### config.mk
export PLATFORM = sky130hd
export DESIGN_NAME = cs_decoder
export DESIGN_NICKNAME = d
export VERILOG_FILES = /design/src/rtl/cs_decoder_pkg.sv /design/src/rtl/cs_decoder_ctrl.sv /design/src/rtl/cs_decoder_dp.sv /design/src/rtl/cs_decoder.sv
export SDC_FILE = /design/constraint.sdc
export NUM_CORES = 1
export LEC_CHECK = 0
export ABC_AREA = 0
export BUFFER_PORTS_ARGS = -buffer_cell sky130_fd_sc_hd__buf_4
export CAP_MARGIN = 5
export CORE_AREA = 2 2 61 63
export CTS_CLUSTER_SIZE = 14
export DETAILED_ROUTE_END_ITERATION = 16
export DIE_AREA = 0 0 63 65
export GPL_TIMING_DRIVEN = 0
export PLACE_DENSITY = 0.69
export SLEW_MARGIN = 10
export SYNTH_ARGS = -nofsm -noshare
export SYNTH_HDL_FRONTEND = slang
export SYNTH_HIERARCHICAL = 1
export SYNTH_SLANG_ARGS = --single-unit
export TNS_END_PERCENT = 5
### constraint.sdc
create_clock -name clk -period 2.1 [get_ports clk]
set_input_delay 0.42 -clock clk [delete_from_list [all_inputs] [get_ports clk]]
set_output_delay 0.42 -clock clk [all_outputs]
set_load 0.05 [all_outputs]
### src/rtl/cs_decoder_pkg.sv
package cs_decoder_pkg;

  // Global address-split mode
  typedef enum logic [1:0] {
    MODE_WIDE   = 2'b00,
    MODE_NIBBLE = 2'b01,
    MODE_PAIR   = 2'b10,
    MODE_RSVD   = 2'b11
  } xmode_e;

  // Strobes from control to datapath
  typedef struct packed {
    logic qualify;  // cycle is a valid, in-range I/O cycle under a legal mode
    logic wide;
    logic nibble;
    logic pair;
  } dec_strobe_t;

endpackage

### src/rtl/cs_decoder_ctrl.sv
module cs_decoder_ctrl
  import cs_decoder_pkg::*;
#(
  parameter int NUM_CS = 2,
  parameter int ADDR_W = 16,
  parameter int CMP_HI = 11,
  localparam int SEL_W = $clog2(2*NUM_CS+1),
  localparam int HI_W  = CMP_HI - 7,
  localparam int UP_W  = ADDR_W - CMP_HI - 1
) (
  input  logic                          clk,
  input  logic                          rstN,
  input  logic                          cfgWrEn,
  input  logic [SEL_W-1:0]              cfgSel,
  input  logic [7:0]                    cfgWrData,
  input  logic                          cycValid,
  input  logic                          cycIo,
  input  logic [UP_W-1:0]               addrUpper,
  output dec_strobe_t                   strobe,
  output logic [NUM_CS-1:0][HI_W-1:0]   baseHi,
  output logic [NUM_CS-1:0][6:0]        baseLo,
  output logic [NUM_CS-1:0]             csDisable,
  output logic [NUM_CS-1:0]             lockQ,
  output logic [1:0]                    modeQ
);

  localparam logic [SEL_W-1:0] MODE_SEL = '0;

  // Global mode register
  always_ff @(posedge clk or negedge rstN) begin
    if (!rstN) begin
      modeQ <= MODE_WIDE;
    end else if (cfgWrEn && cfgSel == MODE_SEL) begin
      modeQ <= cfgWrData[1:0];
    end
  end

  // Per chip select base, disable and write-once lock
  always_ff @(posedge clk or negedge rstN) begin
    if (!rstN) begin
      baseHi    <= '0;
      baseLo    <= '0;
      csDisable <= '1;
      lockQ     <= '0;
    end else if (cfgWrEn) begin
      for (int k = 0; k < NUM_CS; k++) begin
        if (!lockQ[k]) begin
          if (cfgSel == SEL_W'(2*k+1)) begin
            baseLo[k]    <= cfgWrData[7:1];
            csDisable[k] <= cfgWrData[0];
          end
          if (cfgSel == SEL_W'(2*k+2)) begin
            baseHi[k] <= cfgWrData[HI_W-1:0];
            lockQ[k]  <= cfgWrData[7];
          end
        end
      end
    end
  end

  // Cycle qualification and mode strobes
  always_comb begin
    strobe.qualify = cycValid && cycIo && (addrUpper == '0) && (modeQ != MODE_RSVD);
    strobe.wide    = (modeQ == MODE_WIDE);
    strobe.nibble  = (modeQ == MODE_NIBBLE);
    strobe.pair    = (modeQ == MODE_PAIR);
  end

endmodule

### src/rtl/cs_decoder_dp.sv
module cs_decoder_dp
  import cs_decoder_pkg::*;
#(
  parameter int NUM_CS = 2,
  parameter int CMP_HI = 11,
  localparam int XA_W  = 4
) (
  input  logic                          clk,
  input  logic                          rstN,
  input  dec_strobe_t                   strobe,
  input  logic [CMP_HI:0]               addr,
  input  logic [NUM_CS-1:0][CMP_HI:1]   baseImg,
  input  logic [NUM_CS-1:0]             csDisable,
  output logic [NUM_CS-1:0]             csN,
  output logic [XA_W-1:0]               xAddr
);

  logic [NUM_CS-1:0] hit;
  logic [NUM_CS-1:0] grant;
  logic [XA_W-1:0]   xNext;
  logic              taken;

  // Per chip select compare
  always_comb begin
    for (int k = 0; k < NUM_CS; k++) begin
      hit[k] = strobe.qualify && !csDisable[k] && (
                 (strobe.wide   && addr[CMP_HI:2] == baseImg[k][CMP_HI:2]) ||
                 (strobe.nibble && addr[CMP_HI:4] == baseImg[k][CMP_HI:4]) ||
                 (strobe.pair   && addr[CMP_HI:3] == baseImg[k][CMP_HI:3] &&
                                   addr[1] == baseImg[k][1] && !addr[0]));
    end
  end

  // Fixed priority: lowest index wins
  always_comb begin
    taken = 1'b0;
    for (int k = 0; k < NUM_CS; k++) begin
      grant[k] = hit[k] && !taken;
      taken    = taken || hit[k];
    end
  end

  // Pass-through address pins
  always_comb begin
    xNext = '0;
    if (taken) begin
      if (strobe.wide)   xNext = {2'b00, addr[1:0]};
      if (strobe.nibble) xNext = addr[3:0];
      if (strobe.pair)   xNext = {1'b0, addr[2], 2'b00};
    end
  end

  always_ff @(posedge clk or negedge rstN) begin
    if (!rstN) begin
      csN   <= '1;
      xAddr <= '0;
    end else begin
      csN   <= ~grant;
      xAddr <= xNext;
    end
  end

endmodule

### src/rtl/cs_decoder.sv
module cs_decoder
  import cs_decoder_pkg::*;
#(
  parameter int NUM_CS = 2,
  parameter int ADDR_W = 16,
  parameter int CMP_HI = 11
) (
  input  logic                           clk,
  input  logic                           rstN,
  input  logic                           cfgWrEn,
  input  logic [$clog2(2*NUM_CS+1)-1:0]  cfgSel,
  input  logic [7:0]                     cfgWrData,
  input  logic                           cycValid,
  input  logic                           cycIo,
  input  logic [ADDR_W-1:0]              cycAddr,
  output logic [NUM_CS-1:0]              csN,
  output logic [3:0]                     xAddr
);

  localparam int HI_W = CMP_HI - 7;

  dec_strobe_t                   strobe;
  logic [NUM_CS-1:0][HI_W-1:0]   baseHi;
  logic [NUM_CS-1:0][6:0]        baseLo;
  logic [NUM_CS-1:0][CMP_HI:1]   baseImg;
  logic [NUM_CS-1:0]             csDisable;
  logic [NUM_CS-1:0]             lockVec;
  logic [1:0]                    modeQ;

  cs_decoder_ctrl #(
    .NUM_CS (NUM_CS),
    .ADDR_W (ADDR_W),
    .CMP_HI (CMP_HI)
  ) u_ctrl (
    .clk       (clk),
    .rstN      (rstN),
    .cfgWrEn   (cfgWrEn),
    .cfgSel    (cfgSel),
    .cfgWrData (cfgWrData),
    .cycValid  (cycValid),
    .cycIo     (cycIo),
    .addrUpper (cycAddr[ADDR_W-1:CMP_HI+1]),
    .strobe    (strobe),
    .baseHi    (baseHi),
    .baseLo    (baseLo),
    .csDisable (csDisable),
    .lockQ     (lockVec),
    .modeQ     (modeQ)
  );

  for (genvar k = 0; k < NUM_CS; k++) begin : g_img
    assign baseImg[k] = {baseHi[k], baseLo[k]};
  end

  cs_decoder_dp #(
    .NUM_CS (NUM_CS),
    .CMP_HI (CMP_HI)
  ) u_dp (
    .clk       (clk),
    .rstN      (rstN),
    .strobe    (strobe),
    .addr      (cycAddr[CMP_HI:0]),
    .baseImg   (baseImg),
    .csDisable (csDisable),
    .csN       (csN),
    .xAddr     (xAddr)
  );

endmodule

==> impl_metrics.xml, run 1 <==
<?xml version="1.0" encoding="UTF-8"?>
<metrics>
  <group name="floorplanning">
    <metric name="floorplan.core_area" unit="um^2">3496</metric>
    <metric name="ioPinCount" unit="">38</metric>
    <metric name="floorplan.initialDensity" unit="%">47.03</metric>
    <metric name="die_w" unit="um">63</metric>
    <metric name="floorplan.die_area" unit="um^2">4095</metric>
    <metric name="placement_rows" unit="">22</metric>
    <metric name="die_ht" unit="um">65</metric>
  </group>
  <group name="drt">
    <metric name="drt_pass_1_iters" unit="">6</metric>
    <metric name="drt.antenna.violating_nets" unit="">0</metric>
    <metric name="detail_route.vias_per_cell" unit="">5.129</metric>
    <metric name="wl" unit="um">3192</metric>
    <metric name="drt-initial-drc-count" unit="">41</metric>
    <metric name="post-route-drc-count" unit="">0</metric>
    <metric name="num_vias" unit="">1113</metric>
    <metric name="wire_per_inst" unit="um">14.71</metric>
  </group>
  <group name="cells_and_area">
    <metric name="layout-area-overhead-vs-synth" unit="%">24.12</metric>
    <metric name="diodes" unit="">0</metric>
    <metric name="commonest_non_fill_non_tap_cell_in_the_layout" unit="">buf_4</metric>
    <metric name="n_fill_cell" unit="">306</metric>
    <metric name="layout.cells.most_common_list" unit="">buf_4, dfrtp_1, mux2_2</metric>
    <metric name="drive_above_1_share" unit="%">44.97</metric>
    <metric name="nets" unit="">200</metric>
  </group>
  <group name="sta">
    <metric name="period_minus_slack" unit="ns">1.810</metric>
    <metric name="rsz0062_at_grt" unit="">false</metric>
    <metric name="max_freq" unit="GHz">0.5524</metric>
    <metric name="timing.max_slew.rel_slack" unit="%">60.18</metric>
    <metric name="period_share" unit="%">86.20</metric>
    <metric name="timing.final.hold_violations" unit="">0</metric>
    <metric name="whs" unit="ns">0.01427</metric>
    <metric name="setup_viol" unit="">0</metric>
    <metric name="fin_skew" unit="ns">0.01254</metric>
    <metric name="worstMarginPinSlew" unit="ns">0.5942</metric>
    <metric name="setup_total_negative_slack" unit="ns">0</metric>
    <metric name="final-max-slew-violation-count" unit="">0</metric>
  </group>
  <group name="yosys">
    <metric name="synth_top_area_cell" unit="">dfrtp_1</metric>
    <metric name="synth-compound-area-share" unit="%">3.805</metric>
    <metric name="synth.cell_area" unit="um^2">1644</metric>
    <metric name="synth_adder_area_share" unit="%">0</metric>
    <metric name="main_area_contributors_after_synthesis" unit="">dfrtp_1, mux2_2, mux2_4</metric>
    <metric name="synth-warning-count" unit="">6</metric>
    <metric name="combinational_family_with_the_most_area_after_synthesis" unit="">multiplexers</metric>
    <metric name="synth.net_count" unit="">156</metric>
    <metric name="netlist.area_leader.share" unit="%">45.66</metric>
    <metric name="netlist_instances" unit="">124</metric>
    <metric name="synth-seq-cells" unit="">34</metric>
    <metric name="yosysSeqAreaShare" unit="%">52.05</metric>
    <metric name="xor_xnor_cell_area_share_of_the_yosys_netlist" unit="%">11.72</metric>
    <metric name="share_of_cell_area_taken_by_muxes_after_synthesis" unit="%">19.63</metric>
    <metric name="yosysUniqueCellTypes" unit="">31</metric>
    <metric name="synth.avg_cell_area" unit="um^2">13.26</metric>
    <metric name="synth-simple-area-share" unit="%">11.64</metric>
  </group>
  <group name="critical_path">
    <metric name="regToRegEndpoint" unit="">u_dp/xAddr[1]</metric>
    <metric name="reg2regPathDepth" unit="">6</metric>
    <metric name="worst_path_most_repeated_cell" unit="">nor2b_1</metric>
    <metric name="critPathSlowestCell" unit="">dfrtp_1</metric>
    <metric name="critical-path-max-stage-delay" unit="ns">0.41</metric>
    <metric name="critical_path.cell_chain" unit="">nor2b_1 -&gt; nor2b_1 -&gt; a22oi_1 -&gt; o21bai_1 -&gt; a2bb2oi_1 -&gt; nor4b_1</metric>
    <metric name="r2r_setup_slack" unit="ns">0.29</metric>
    <metric name="rr_startpoint" unit="">u_ctrl/modeQ[1]</metric>
    <metric name="timing.setup.critical_path_class" unit="">reg -&gt; reg</metric>
    <metric name="crit_required" unit="ns">2.32</metric>
    <metric name="worst_path_dominant_cell_family" unit="">simple AND/OR/NAND/NOR gates</metric>
    <metric name="critical_path_peak_fanout" unit="">5</metric>
    <metric name="type_of_element_launching_the_critical_path" unit="">flip-flop</metric>
    <metric name="critPathArrivalTime" unit="ns">2.03</metric>
    <metric name="timing.critical_path.to_type" unit="">flip-flop</metric>
    <metric name="critical_path.n_buffers_inverters" unit="">0</metric>
  </group>
  <group name="global_route">
    <metric name="grt_first_pass_wirelength" unit="um">5319</metric>
    <metric name="via_count_of_the_first_global_routing_pass" unit="">1156</metric>
    <metric name="gr-total-overflow" unit="">0</metric>
    <metric name="grt_start_max_net_pins" unit="">35</metric>
    <metric name="antenna_found_initial" unit="">0</metric>
    <metric name="grt_util_all_layers" unit="%">17.55</metric>
  </group>
  <group name="placed_design">
    <metric name="routabilityCongestion" unit="">0.7285</metric>
    <metric name="dp_hpwl" unit="um">2451</metric>
    <metric name="io_buffer_count" unit="">37</metric>
  </group>
  <group name="clocking">
    <metric name="max_h_tree_level" unit="">2</metric>
    <metric name="postCtsResizedCells" unit="">0</metric>
    <metric name="cts.root.buffer_cell" unit="">clkbuf_4</metric>
    <metric name="clock-sinks" unit="">34</metric>
    <metric name="clock_tree.buffer_depth" unit="">2</metric>
    <metric name="cts_buf_count" unit="">5</metric>
    <metric name="clk_latency" unit="ns">0.33</metric>
    <metric name="post-cts-setup-buffers" unit="">0</metric>
    <metric name="cts_tree" unit="">built</metric>
    <metric name="clkTransAtPathRegs" unit="ns">0.10</metric>
    <metric name="holdBufCountCts" unit="">0</metric>
  </group>
  <group name="hold_path">
    <metric name="hold_path_class" unit="">in -&gt; async</metric>
  </group>
  <group name="power">
    <metric name="power.switching_fraction" unit="%">27.53</metric>
    <metric name="clock_power_share" unit="%">19.8</metric>
    <metric name="sequentialPowerShare" unit="%">52.6</metric>
    <metric name="internal-power" unit="W">0.001334</metric>
    <metric name="leakage" unit="nW">0.9230</metric>
    <metric name="p_switching" unit="W">0.0005068</metric>
    <metric name="peakVddDrop" unit="uV">460.2</metric>
    <metric name="p_per_area" unit="nW/um^2">902.0</metric>
    <metric name="comb_power_share" unit="%">27.6</metric>
  </group>
  <group name="outcome">
    <metric name="run_status" unit="">complete, no violations</metric>
  </group>
  <group name="run">
    <metric name="cap_viol_max_count" unit="">0</metric>
  </group>
</metrics>
[Yosys cell counts, drive strengths merged]
cell / instances
a41o: 2
buf: 1
xnor2: 13
nand2: 2
o21bai: 1
nor2: 4
nand2b: 1
o21ai: 1
dfrtp: 30
and4b: 2
nor2b: 4
nor4: 1
a22o: 1
or4: 1
nand4b: 1
nor4b: 3
nand4: 2
dfstp: 4
a21oi: 1
xor2: 9
nand3b: 1
or2: 1
inv: 2
nand3: 3
a22oi: 1
a2bb2oi: 1
mux2: 26
nor3: 4
nor3b: 1
[power by group through the flow]
stage	logic [W]	registers, W	clock network, W
2_1_floorplan	0.000383	0.000948	0
3_3_place_gp	0.000489	0.000968	0
6_report	0.000508	0.000968	0.000364
4_1_cts	0.000511	0.000969	0.000380
5_1_grt	0.000556	0.000991	0.000407
3_5_place_dp	0.000507	0.000983	0
[per-stage QoR]
stage / setup WS (ns) / util, % / power, W / instances / instance area, um^2
2_1_floorplan: 0.4215 / - / 0.001331 / 124 / 1644
3_3_place_gp: 0.1035 / 56.69 / 0.001457 / 209 / 1982
3_5_place_dp: 0.05933 / 56.69 / 0.001490 / 209 / 1982
4_1_cts: 0.2963 / 58.38 / 0.001860 / 217 / 2041
5_1_grt: 0.02904 / 58.38 / 0.001954 / 217 / 2041
6_report: 0.2898 / 58.38 / 0.001841 / 217 / 2041
[per-layer routing]
layer,GRT usage [%],part of all wire (%),up-vias,wire [um]
met5,0,0,-,0
met4,8.333,1.4,0,44
met3,4.340,3.9,5,124
met2,29.79,52,30,1659
met1,20.96,43,540,1364
li1,-,-,538,-
[worst register-to-register path: stages, from the launching register on]
cell and delay, ns:
dfrtp_1 0.41, nor2b_1 0.30, nor2b_1 0.21, a22oi_1 0.12, o21bai_1 0.19, a2bb2oi_1 0.14, nor4b_1 0.33
[registers in the layout (all words and copies together), names as in the netlist]
signal and flops:
u_dp/csN 2, u_ctrl/baseHi 8, u_ctrl/baseLo 14, u_ctrl/modeQ 2, u_ctrl/csDisable 2, u_ctrl/lockQ 2
u_dp/xAddr 4
[logic make-up after synthesis]
family | Yosys count
flops | 34
simple gates | 31
mux | 26
xor+xnor | 22
compound gates | 8
buf+inv | 3
[cell type report]
| cell class | instances | area, um^2 | area share (%) |
|---|---|---|---|
| Sequential cell | 34 | 855.8 | 41.94 |
| Multi-Input combinational cell | 87 | 769.5 | 37.71 |
| Timing Repair Buffer | 37 | 277.8 | 13.61 |
| Tap cell | 48 | 60.06 | 2.943 |
| Clock buffer | 8 | 58.81 | 2.882 |
| Buffer | 1 | 11.26 | 0.5518 |
| Inverter | 2 | 7.507 | 0.3679 |
[worst max path at each step]
stage	startpoint	to	slack (ns)	cells past startpoint
finish	u_ctrl/modeQ[1]	u_dp/xAddr[1]	0.29	6
CTS	u_ctrl/modeQ[1]	u_dp/xAddr[1]	0.30	6
floorplan	cycAddr[13]	u_dp/xAddr[0]	0.42	6
global placement	cycAddr[13]	u_dp/xAddr[0]	0.10	7
detailed placement	cycAddr[13]	u_dp/xAddr[1]	0.06	7
global route	u_ctrl/modeQ[1]	u_dp/xAddr[1]	0.03	6
Power figures use the tool's default switching activity.
==> inputs of run 2 (changes only) <==
- CORE_AREA: 2 2 61 63 -> 4 4 65 67
- DIE_AREA: 0 0 63 65 -> 0 0 69 71
- PLACE_DENSITY: 0.69 -> 0.68
- clock period: 2.1 -> 1.5 ns (I/O delays scaled with it)
==> run 2 against run 1 <==
  * The run now ends with setup timing left
  * Highest routed layer unchanged
  * Maximum frequency up 13%
  * Setup slack worse by 0.40 ns
  * Critical endpoint is now u_dp/xAddr[0]
  * Non-clock buffer count up 5
  * Critical path type unchanged
  * Register-to-register slack worse by 0.40 ns
==> impl_metrics.xml, run 2 (synthesized netlist as in run 1, its figures left out) <==
<?xml version="1.0" encoding="UTF-8"?>
<metrics>
  <group name="hold_path">
    <metric name="hold_path_class" unit="">in -&gt; reg</metric>
    <metric name="holdCritStartpoint" unit="">cfgWrData[5]</metric>
    <metric name="worstHoldPathCells" unit="">2</metric>
    <metric name="whs_endpoint" unit="">u_ctrl/baseLo[4]</metric>
  </group>
  <group name="placed_design">
    <metric name="dp_hpwl" unit="um">2454</metric>
    <metric name="io_buffer_count" unit="">37</metric>
    <metric name="dp.cells" unit="">209</metric>
    <metric name="routabilityCongestion" unit="">0.7810</metric>
  </group>
  <group name="critical_path">
    <metric name="worst_path_dominant_cell_family" unit="">simple AND/OR/NAND/NOR gates</metric>
    <metric name="timing.setup.critical_path_class" unit="">reg -&gt; reg</metric>
    <metric name="critical_path.cell_chain" unit="">nand2_1 -&gt; and4b_1 -&gt; nor3b_4 -&gt; nand3_2 -&gt; a2bb2oi_4 -&gt; nor4b_2</metric>
    <metric name="reg2regPathDepth" unit="">6</metric>
    <metric name="regToRegEndpoint" unit="">u_dp/xAddr[0]</metric>
    <metric name="rr_startpoint" unit="">u_ctrl/modeQ[0]</metric>
    <metric name="r2r_setup_slack" unit="ns">-0.11</metric>
    <metric name="critical-path-max-stage-delay" unit="ns">0.43</metric>
    <metric name="critical_path.n_buffers_inverters" unit="">0</metric>
    <metric name="crit_required" unit="ns">1.69</metric>
    <metric name="critical_path_peak_fanout" unit="">4</metric>
    <metric name="type_of_element_launching_the_critical_path" unit="">flip-flop</metric>
    <metric name="critPathSlowestCell" unit="">dfrtp_1</metric>
    <metric name="critPathArrivalTime" unit="ns">1.80</metric>
    <metric name="timing.critical_path.to_type" unit="">flip-flop</metric>
  </group>
  <group name="power">
    <metric name="sequentialPowerShare" unit="%">47.2</metric>
    <metric name="internal-power" unit="W">0.002074</metric>
    <metric name="p_per_area" unit="nW/um^2">1308</metric>
    <metric name="p_switching" unit="W">0.0007976</metric>
    <metric name="leakage" unit="nW">0.9885</metric>
    <metric name="comb_power_share" unit="%">29.2</metric>
    <metric name="clock_power_share" unit="%">23.6</metric>
    <metric name="peakVddDrop" unit="uV">558.4</metric>
    <metric name="power.switching_fraction" unit="%">27.78</metric>
  </group>
  <group name="outcome">
    <metric name="violations" unit="">setup timing</metric>
    <metric name="run_status" unit="">finished, violations left</metric>
  </group>
  <group name="clocking">
    <metric name="cts_buf_count" unit="">5</metric>
    <metric name="clock_tree.buffer_depth" unit="">2</metric>
    <metric name="cts_tree" unit="">built</metric>
    <metric name="cts.root.buffer_cell" unit="">clkbuf_8</metric>
    <metric name="max_h_tree_level" unit="">2</metric>
    <metric name="clk_latency" unit="ns">0.28</metric>
    <metric name="clkTransAtPathRegs" unit="ns">0.07</metric>
    <metric name="clock-sinks" unit="">34</metric>
  </group>
  <group name="global_route">
    <metric name="grt_first_pass_wirelength" unit="um">5651</metric>
    <metric name="gr-total-overflow" unit="">0</metric>
    <metric name="grt_start_max_net_pins" unit="">35</metric>
    <metric name="antenna_found_initial" unit="">0</metric>
    <metric name="via_count_of_the_first_global_routing_pass" unit="">1169</metric>
    <metric name="grt_util_all_layers" unit="%">14.86</metric>
  </group>
  <group name="sta">
    <metric name="postLayoutSetupSlackWorst" unit="ns">-0.1077</metric>
    <metric name="fin_skew" unit="ns">0.006965</metric>
    <metric name="setup_viol" unit="">6</metric>
    <metric name="setup_total_negative_slack" unit="ns">-0.3645</metric>
    <metric name="worstMarginPinSlew" unit="ns">0.5595</metric>
    <metric name="final-max-slew-violation-count" unit="">0</metric>
    <metric name="period_minus_slack" unit="ns">1.608</metric>
    <metric name="max_freq" unit="GHz">0.6220</metric>
    <metric name="period_share" unit="%">107.2</metric>
    <metric name="timing.max_slew.rel_slack" unit="%">62.50</metric>
    <metric name="timing.final.hold_violations" unit="">0</metric>
    <metric name="rsz0062_at_grt" unit="">true</metric>
  </group>
  <group name="floorplanning">
    <metric name="floorplan.core_area" unit="um^2">3633</metric>
    <metric name="placement_rows" unit="">22</metric>
    <metric name="die_w" unit="um">69</metric>
    <metric name="die_ht" unit="um">71</metric>
    <metric name="floorplan.initialDensity" unit="%">45.25</metric>
    <metric name="ioPinCount" unit="">38</metric>
    <metric name="floorplan.die_area" unit="um^2">4899</metric>
  </group>
  <group name="drt">
    <metric name="wire_per_inst" unit="um">15.43</metric>
    <metric name="num_vias" unit="">1140</metric>
    <metric name="post-route-drc-count" unit="">0</metric>
    <metric name="detail_route.vias_per_cell" unit="">5.135</metric>
    <metric name="wl" unit="um">3425</metric>
    <metric name="drt_pass_1_iters" unit="">4</metric>
    <metric name="drt-initial-drc-count" unit="">42</metric>
    <metric name="drt.antenna.violating_nets" unit="">0</metric>
  </group>
  <group name="cells_and_area">
    <metric name="largest_registers" unit="">u_ctrl/baseLo (14), u_ctrl/baseHi (8), u_dp/xAddr (4)</metric>
    <metric name="n_fill_cell" unit="">297</metric>
    <metric name="instances_no_fill" unit="">222</metric>
    <metric name="nets" unit="">205</metric>
    <metric name="commonest_non_fill_non_tap_cell_in_the_layout" unit="">buf_4</metric>
    <metric name="register_with_the_highest_flop_count" unit="">u_ctrl/baseLo</metric>
    <metric name="drive_above_1_share" unit="%">54.02</metric>
    <metric name="largest_register_ffs" unit="">14</metric>
    <metric name="layout.cells.most_common_list" unit="">buf_4, dfrtp_1, mux2_2</metric>
    <metric name="layout-area-overhead-vs-synth" unit="%">33.49</metric>
    <metric name="diodes" unit="">0</metric>
  </group>
  <group name="run">
    <metric name="cap_viol_max_count" unit="">0</metric>
  </group>
</metrics>
[run 2: changes by cell type in the layout (fill, tap and decap cells not counted), sizes merged]
cell / change
buf: +4
clkbuf: -1
dlygate4sd3: +1
clkinv: +1
[run 2: worst max-delay path by stage]
| stage | cells after the start | start | slack (ns) | to |
|---|---|---|---|---|
| 5_1_grt | 6 | u_ctrl/modeQ[0] | -0.18 | u_dp/xAddr[0] |
| 2_1_floorplan | 6 | u_ctrl/modeQ[1] | 0.002 | u_dp/xAddr[0] |
| 3_3_place_gp | 7 | cycAddr[13] | -0.31 | u_dp/xAddr[1] |
| 3_5_place_dp | 7 | cycAddr[13] | -0.33 | u_dp/xAddr[0] |
| 4_1_cts | 6 | u_ctrl/modeQ[0] | -0.04 | u_dp/xAddr[0] |
| 6_report | 6 | u_ctrl/modeQ[0] | -0.11 | u_dp/xAddr[0] |
[run 2: area by class of cell]
class	instances	area, um^2	area share, %
inverter	2	7.507	0.3421
clock inverter	1	5.005	0.2281
buffer	1	11.26	0.5131
tap	48	60.06	2.737
multi-input combinational	87	850.8	38.77
timing repair buffer	42	317.8	14.48
clock buffer	7	86.33	3.934
sequential	34	855.8	39.00
[run 2: what timing repair did]
item                       in CTS  in global routing
pin swaps                       3                  0
hold endpoints to repair       30                  0
setup endpoints to repair      10                 21
hold buffers                    1                  0
buffers inserted                4                  0
gates resized for setup         8                  7
[run 2: power groups by stage]
stage          Sequential, W  Clock, W  Combinational, W
2_1_floorplan        0.00133         0          0.000538
3_3_place_gp         0.00136         0          0.000693
3_5_place_dp         0.00137         0          0.000711
4_1_cts              0.00135  0.000702          0.000794
5_1_grt              0.00138  0.000742          0.000913
6_report             0.00135  0.000678          0.000838
[run 2: metal layers]
metal  vias up  global-route usage [%]  part of all wire [%]
met3         4                   5.256                   5.8
li1        546                       -                     -
met2        35                   23.62                    50
met5         -                       0                     0
met1       555                   18.38                    43
met4         0                   6.291                   1.1
[run 2: metrics by stage]
step           util (%)  cell area (um^2)  hold slack [ns]  worst slack (ns)  total power, W
2_1_floorplan         -              1649         0.004409          0.002348        0.001868
3_3_place_gp      54.68              1987           0.2630           -0.3103        0.002052
3_5_place_dp      54.68              1987           0.2695           -0.3292        0.002083
4_1_cts           59.33              2156           0.2468          -0.04002        0.002850
5_1_grt           60.40              2195           0.2449           -0.1804        0.003040
6_report          60.40              2195           0.2566           -0.1077        0.002871
==> inputs of run 3 (changes only) <==
- CORE_AREA: 4 4 65 67 -> 4 4 64 66
- DIE_AREA: 0 0 69 71 -> 0 0 68 70
- PLACE_DENSITY: 0.68 -> 0.7
- SYNTH_HIERARCHICAL: 1 -> not set
==> run 3 against run 2 <==
  * The flow still finishes with violations (setup timing)
  * Largest cell class unchanged
  * Cell count down 0.90%
  * Critical path type unchanged
  * Via count down 0.96%
  * Maximum frequency up 1.6%
  * Non-clock buffer count up 1
  * Sequential power up 3%
  * Highest routed layer unchanged
  * Setup slack better by 0.025 ns
==> impl_metrics.xml, run 3 <==
<?xml version="1.0" encoding="UTF-8"?>
<metrics>
  <group name="outcome">
    <metric name="run_status" unit="">finished, violations left</metric>
    <metric name="violations" unit="">setup timing</metric>
  </group>
  <group name="critical_path">
    <metric name="crit_required" unit="ns">1.76</metric>
    <metric name="type_of_element_launching_the_critical_path" unit="">flip-flop</metric>
    <metric name="timing.setup.critical_path_class" unit="">reg -&gt; reg</metric>
    <metric name="timing.critical_path.to_type" unit="">flip-flop</metric>
    <metric name="critPathArrivalTime" unit="ns">1.85</metric>
    <metric name="r2r_setup_slack" unit="ns">-0.08</metric>
    <metric name="critical_path_peak_fanout" unit="">7</metric>
  </group>
  <group name="clocking">
    <metric name="clk_latency" unit="ns">0.34</metric>
    <metric name="clkTransAtPathRegs" unit="ns">0.10</metric>
    <metric name="clock_tree.buffer_depth" unit="">2</metric>
    <metric name="cts_tree" unit="">built</metric>
    <metric name="clock-sinks" unit="">34</metric>
    <metric name="cts_buf_count" unit="">5</metric>
    <metric name="max_h_tree_level" unit="">2</metric>
    <metric name="cts.root.buffer_cell" unit="">clkbuf_4</metric>
  </group>
  <group name="power">
    <metric name="peakVddDrop" unit="uV">786.9</metric>
    <metric name="leakage" unit="nW">0.9330</metric>
    <metric name="total_power" unit="W">0.002684</metric>
    <metric name="p_per_area" unit="nW/um^2">1246</metric>
  </group>
  <group name="sta">
    <metric name="setup_total_negative_slack" unit="ns">-0.2254</metric>
    <metric name="timing.max_slew.rel_slack" unit="%">64.20</metric>
    <metric name="fin_skew" unit="ns">0.01070</metric>
    <metric name="whs" unit="ns">0.1823</metric>
    <metric name="period_minus_slack" unit="ns">1.583</metric>
    <metric name="rsz0062_at_grt" unit="">true</metric>
    <metric name="final-max-slew-violation-count" unit="">0</metric>
    <metric name="period_share" unit="%">105.5</metric>
    <metric name="setup_viol" unit="">4</metric>
    <metric name="worstMarginPinSlew" unit="ns">0.5326</metric>
    <metric name="postLayoutSetupSlackWorst" unit="ns">-0.08304</metric>
    <metric name="max_freq" unit="GHz">0.6317</metric>
    <metric name="timing.final.hold_violations" unit="">0</metric>
  </group>
  <group name="yosys">
    <metric name="netlist.area_leader.share" unit="%">45.39</metric>
    <metric name="synth-compound-area-share" unit="%">4.463</metric>
    <metric name="xor_xnor_cell_area_share_of_the_yosys_netlist" unit="%">12.18</metric>
    <metric name="synth.avg_cell_area" unit="um^2">13.56</metric>
    <metric name="yosysSeqAreaShare" unit="%">51.74</metric>
    <metric name="synth_top_area_cell" unit="">dfrtp_1</metric>
    <metric name="main_synth_ff_type" unit="">dfrtp_1</metric>
    <metric name="combinational_family_with_the_most_area_after_synthesis" unit="">multiplexers</metric>
    <metric name="ys_top_cells_by_count" unit="">dfrtp_1, mux2_2, xnor2_1, nand2_1, xor2_1</metric>
    <metric name="synth.cell_area" unit="um^2">1654</metric>
    <metric name="synth-seq-cells" unit="">34</metric>
    <metric name="synth-simple-area-share" unit="%">13.24</metric>
    <metric name="main_area_contributors_after_synthesis" unit="">dfrtp_1, mux2_2, xnor2_1</metric>
    <metric name="ys_async_sr_fraction" unit="%">100.0</metric>
    <metric name="yosysUniqueCellTypes" unit="">24</metric>
    <metric name="synth.net_count" unit="">154</metric>
    <metric name="netlist_instances" unit="">122</metric>
    <metric name="share_of_cell_area_taken_by_muxes_after_synthesis" unit="%">17.70</metric>
    <metric name="number_of_flops_mapped_to_enable_cells_by_yosys" unit="">0</metric>
    <metric name="yosysMostFrequentCell" unit="">dfrtp_1</metric>
    <metric name="synth_adder_area_share" unit="%">0</metric>
    <metric name="synth-warning-count" unit="">0</metric>
  </group>
  <group name="drt">
    <metric name="drt_pass_1_iters" unit="">4</metric>
    <metric name="wl" unit="um">3403</metric>
    <metric name="post-route-drc-count" unit="">0</metric>
    <metric name="wire_per_inst" unit="um">15.47</metric>
    <metric name="detail_route.vias_per_cell" unit="">5.132</metric>
    <metric name="drt.antenna.violating_nets" unit="">0</metric>
    <metric name="num_vias" unit="">1129</metric>
    <metric name="drt-initial-drc-count" unit="">34</metric>
  </group>
  <group name="cells_and_area">
    <metric name="instances_no_fill" unit="">220</metric>
    <metric name="largest_registers" unit="">u_ctrl.baseLo (14), u_ctrl.baseHi (8), u_dp.xAddr (4)</metric>
    <metric name="drive_above_1_share" unit="%">55.23</metric>
    <metric name="nets" unit="">204</metric>
    <metric name="register_with_the_highest_flop_count" unit="">u_ctrl.baseLo</metric>
    <metric name="largest_register_ffs" unit="">14</metric>
    <metric name="layout.cells.most_common_list" unit="">buf_4, dfrtp_1, mux2_2</metric>
    <metric name="layout-area-overhead-vs-synth" unit="%">30.26</metric>
    <metric name="diodes" unit="">0</metric>
    <metric name="commonest_non_fill_non_tap_cell_in_the_layout" unit="">buf_4</metric>
  </group>
  <group name="global_route">
    <metric name="gr-total-overflow" unit="">0</metric>
    <metric name="antenna_found_initial" unit="">0</metric>
    <metric name="grt_util_all_layers" unit="%">15.50</metric>
    <metric name="grt_start_max_net_pins" unit="">35</metric>
    <metric name="grt_first_pass_wirelength" unit="um">5423</metric>
    <metric name="via_count_of_the_first_global_routing_pass" unit="">1187</metric>
  </group>
  <group name="floorplanning">
    <metric name="placement_rows" unit="">22</metric>
    <metric name="die_w" unit="um">68</metric>
    <metric name="die_ht" unit="um">70</metric>
    <metric name="ioPinCount" unit="">38</metric>
    <metric name="floorplan.die_area" unit="um^2">4760</metric>
    <metric name="floorplan.core_area" unit="um^2">3578</metric>
    <metric name="floorplan.initialDensity" unit="%">46.22</metric>
  </group>
  <group name="placed_design">
    <metric name="dp_hpwl" unit="um">2588</metric>
    <metric name="dp.cells" unit="">207</metric>
    <metric name="placement.setup.worst_slack" unit="ns">-0.2932</metric>
    <metric name="io_buffer_count" unit="">37</metric>
    <metric name="routabilityCongestion" unit="">0.8032</metric>
  </group>
  <group name="hold_path">
    <metric name="hold_path_class" unit="">in -&gt; reg</metric>
  </group>
  <group name="run">
    <metric name="cap_viol_max_count" unit="">0</metric>
  </group>
</metrics>
run 3: changes by cell type in the layout (fill, tap and decap cells not counted), moves of 3 or more:
cell	change
clkbuf_4	+5
mux2_4	-8
mux2_2	+8
xor2_1	-3
clkbuf_8	-6
xnor2_1	+3
run 3: critical path: stages, from the launching register on:
cell and delay [ns]:
dfrtp_2 0.48, nor2_4 0.12, nand2_2 0.07, a2111oi_4 0.41, a32oi_2 0.22, nor3_1 0.21
run 3: layout make-up:
cell class | instances | area (um^2)
flip-flops and latches | 34 | 857.1
clock buffers | 7 | 45.04
repair buffers | 43 | 325.3
fillers | 307 | 1424
plain buffers | 1 | 11.26
multi-input cells | 87 | 855.8
well taps | 48 | 60.06
run 3: cells by family (layout without fill, tap and decap cells):
logic type	Yosys count	in the layout
multiplexers	26	26
AO/OA/AOI/OAI	7	7
XOR/XNOR	23	23
buffers and inverters	1	51
flip-flops	34	34
AND/OR/NAND/NOR	31	31
run 3: per-layer routing:
metal	GRT usage, %	share of wire, %	vias up
met3	6.270	7.3	5
met4	4.636	1.5	0
li1	-	-	533
met1	18.59	42	556
met5	0	0	-
met2	25.05	49	35
run 3: what timing repair did:
| action | CTS | global route |
|---|---|---|
| endpoints found under the hold margin | 30 | 0 |
| endpoints found under the setup margin | 24 | 10 |
| gates cloned | 0 | 0 |
| pin swaps | 1 | 6 |
| hold buffers | 1 | 0 |
| setup buffers | 0 | 5 |
| resized for setup | 5 | 9 |
run 3: final timing paths:
kind | from | to | cells after the start
setup / recovery | u_ctrl.modeQ[0] | u_dp.xAddr[3] | 5
hold / removal | cfgWrData[7] | u_ctrl.lockQ[0] | 2
setup reg to reg | u_ctrl.modeQ[0] | u_dp.xAddr[3] | 5
hold reg to reg | u_ctrl.baseHi[4] | u_ctrl.baseHi[4] | 1
max in group asynchronous | rstN | u_ctrl.csDisable[0] | 2
min in group asynchronous | rstN | u_dp.xAddr[1] | 2
run 3: power breakdown:
| part | total (W) | leakage (nW) | switching, W | internal [W] |
|---|---|---|---|---|
| Clock | 0.000466 | 0.0254 | 0.000290 | 0.000177 |
| Sequential | 0.00139 | 0.409 | 0.000196 | 0.00119 |
| Combinational | 0.000831 | 0.499 | 0.000334 | 0.000497 |
| Total | 0.00268 | 0.933 | 0.000820 | 0.00186 |
run 3: per-stage QoR:
step	area [um^2]	util (%)
floorplan	1654	-
global placement	1992	55.66
detailed placement	1992	55.66
CTS	2069	57.83
global route	2155	60.21
finish	2155	60.21
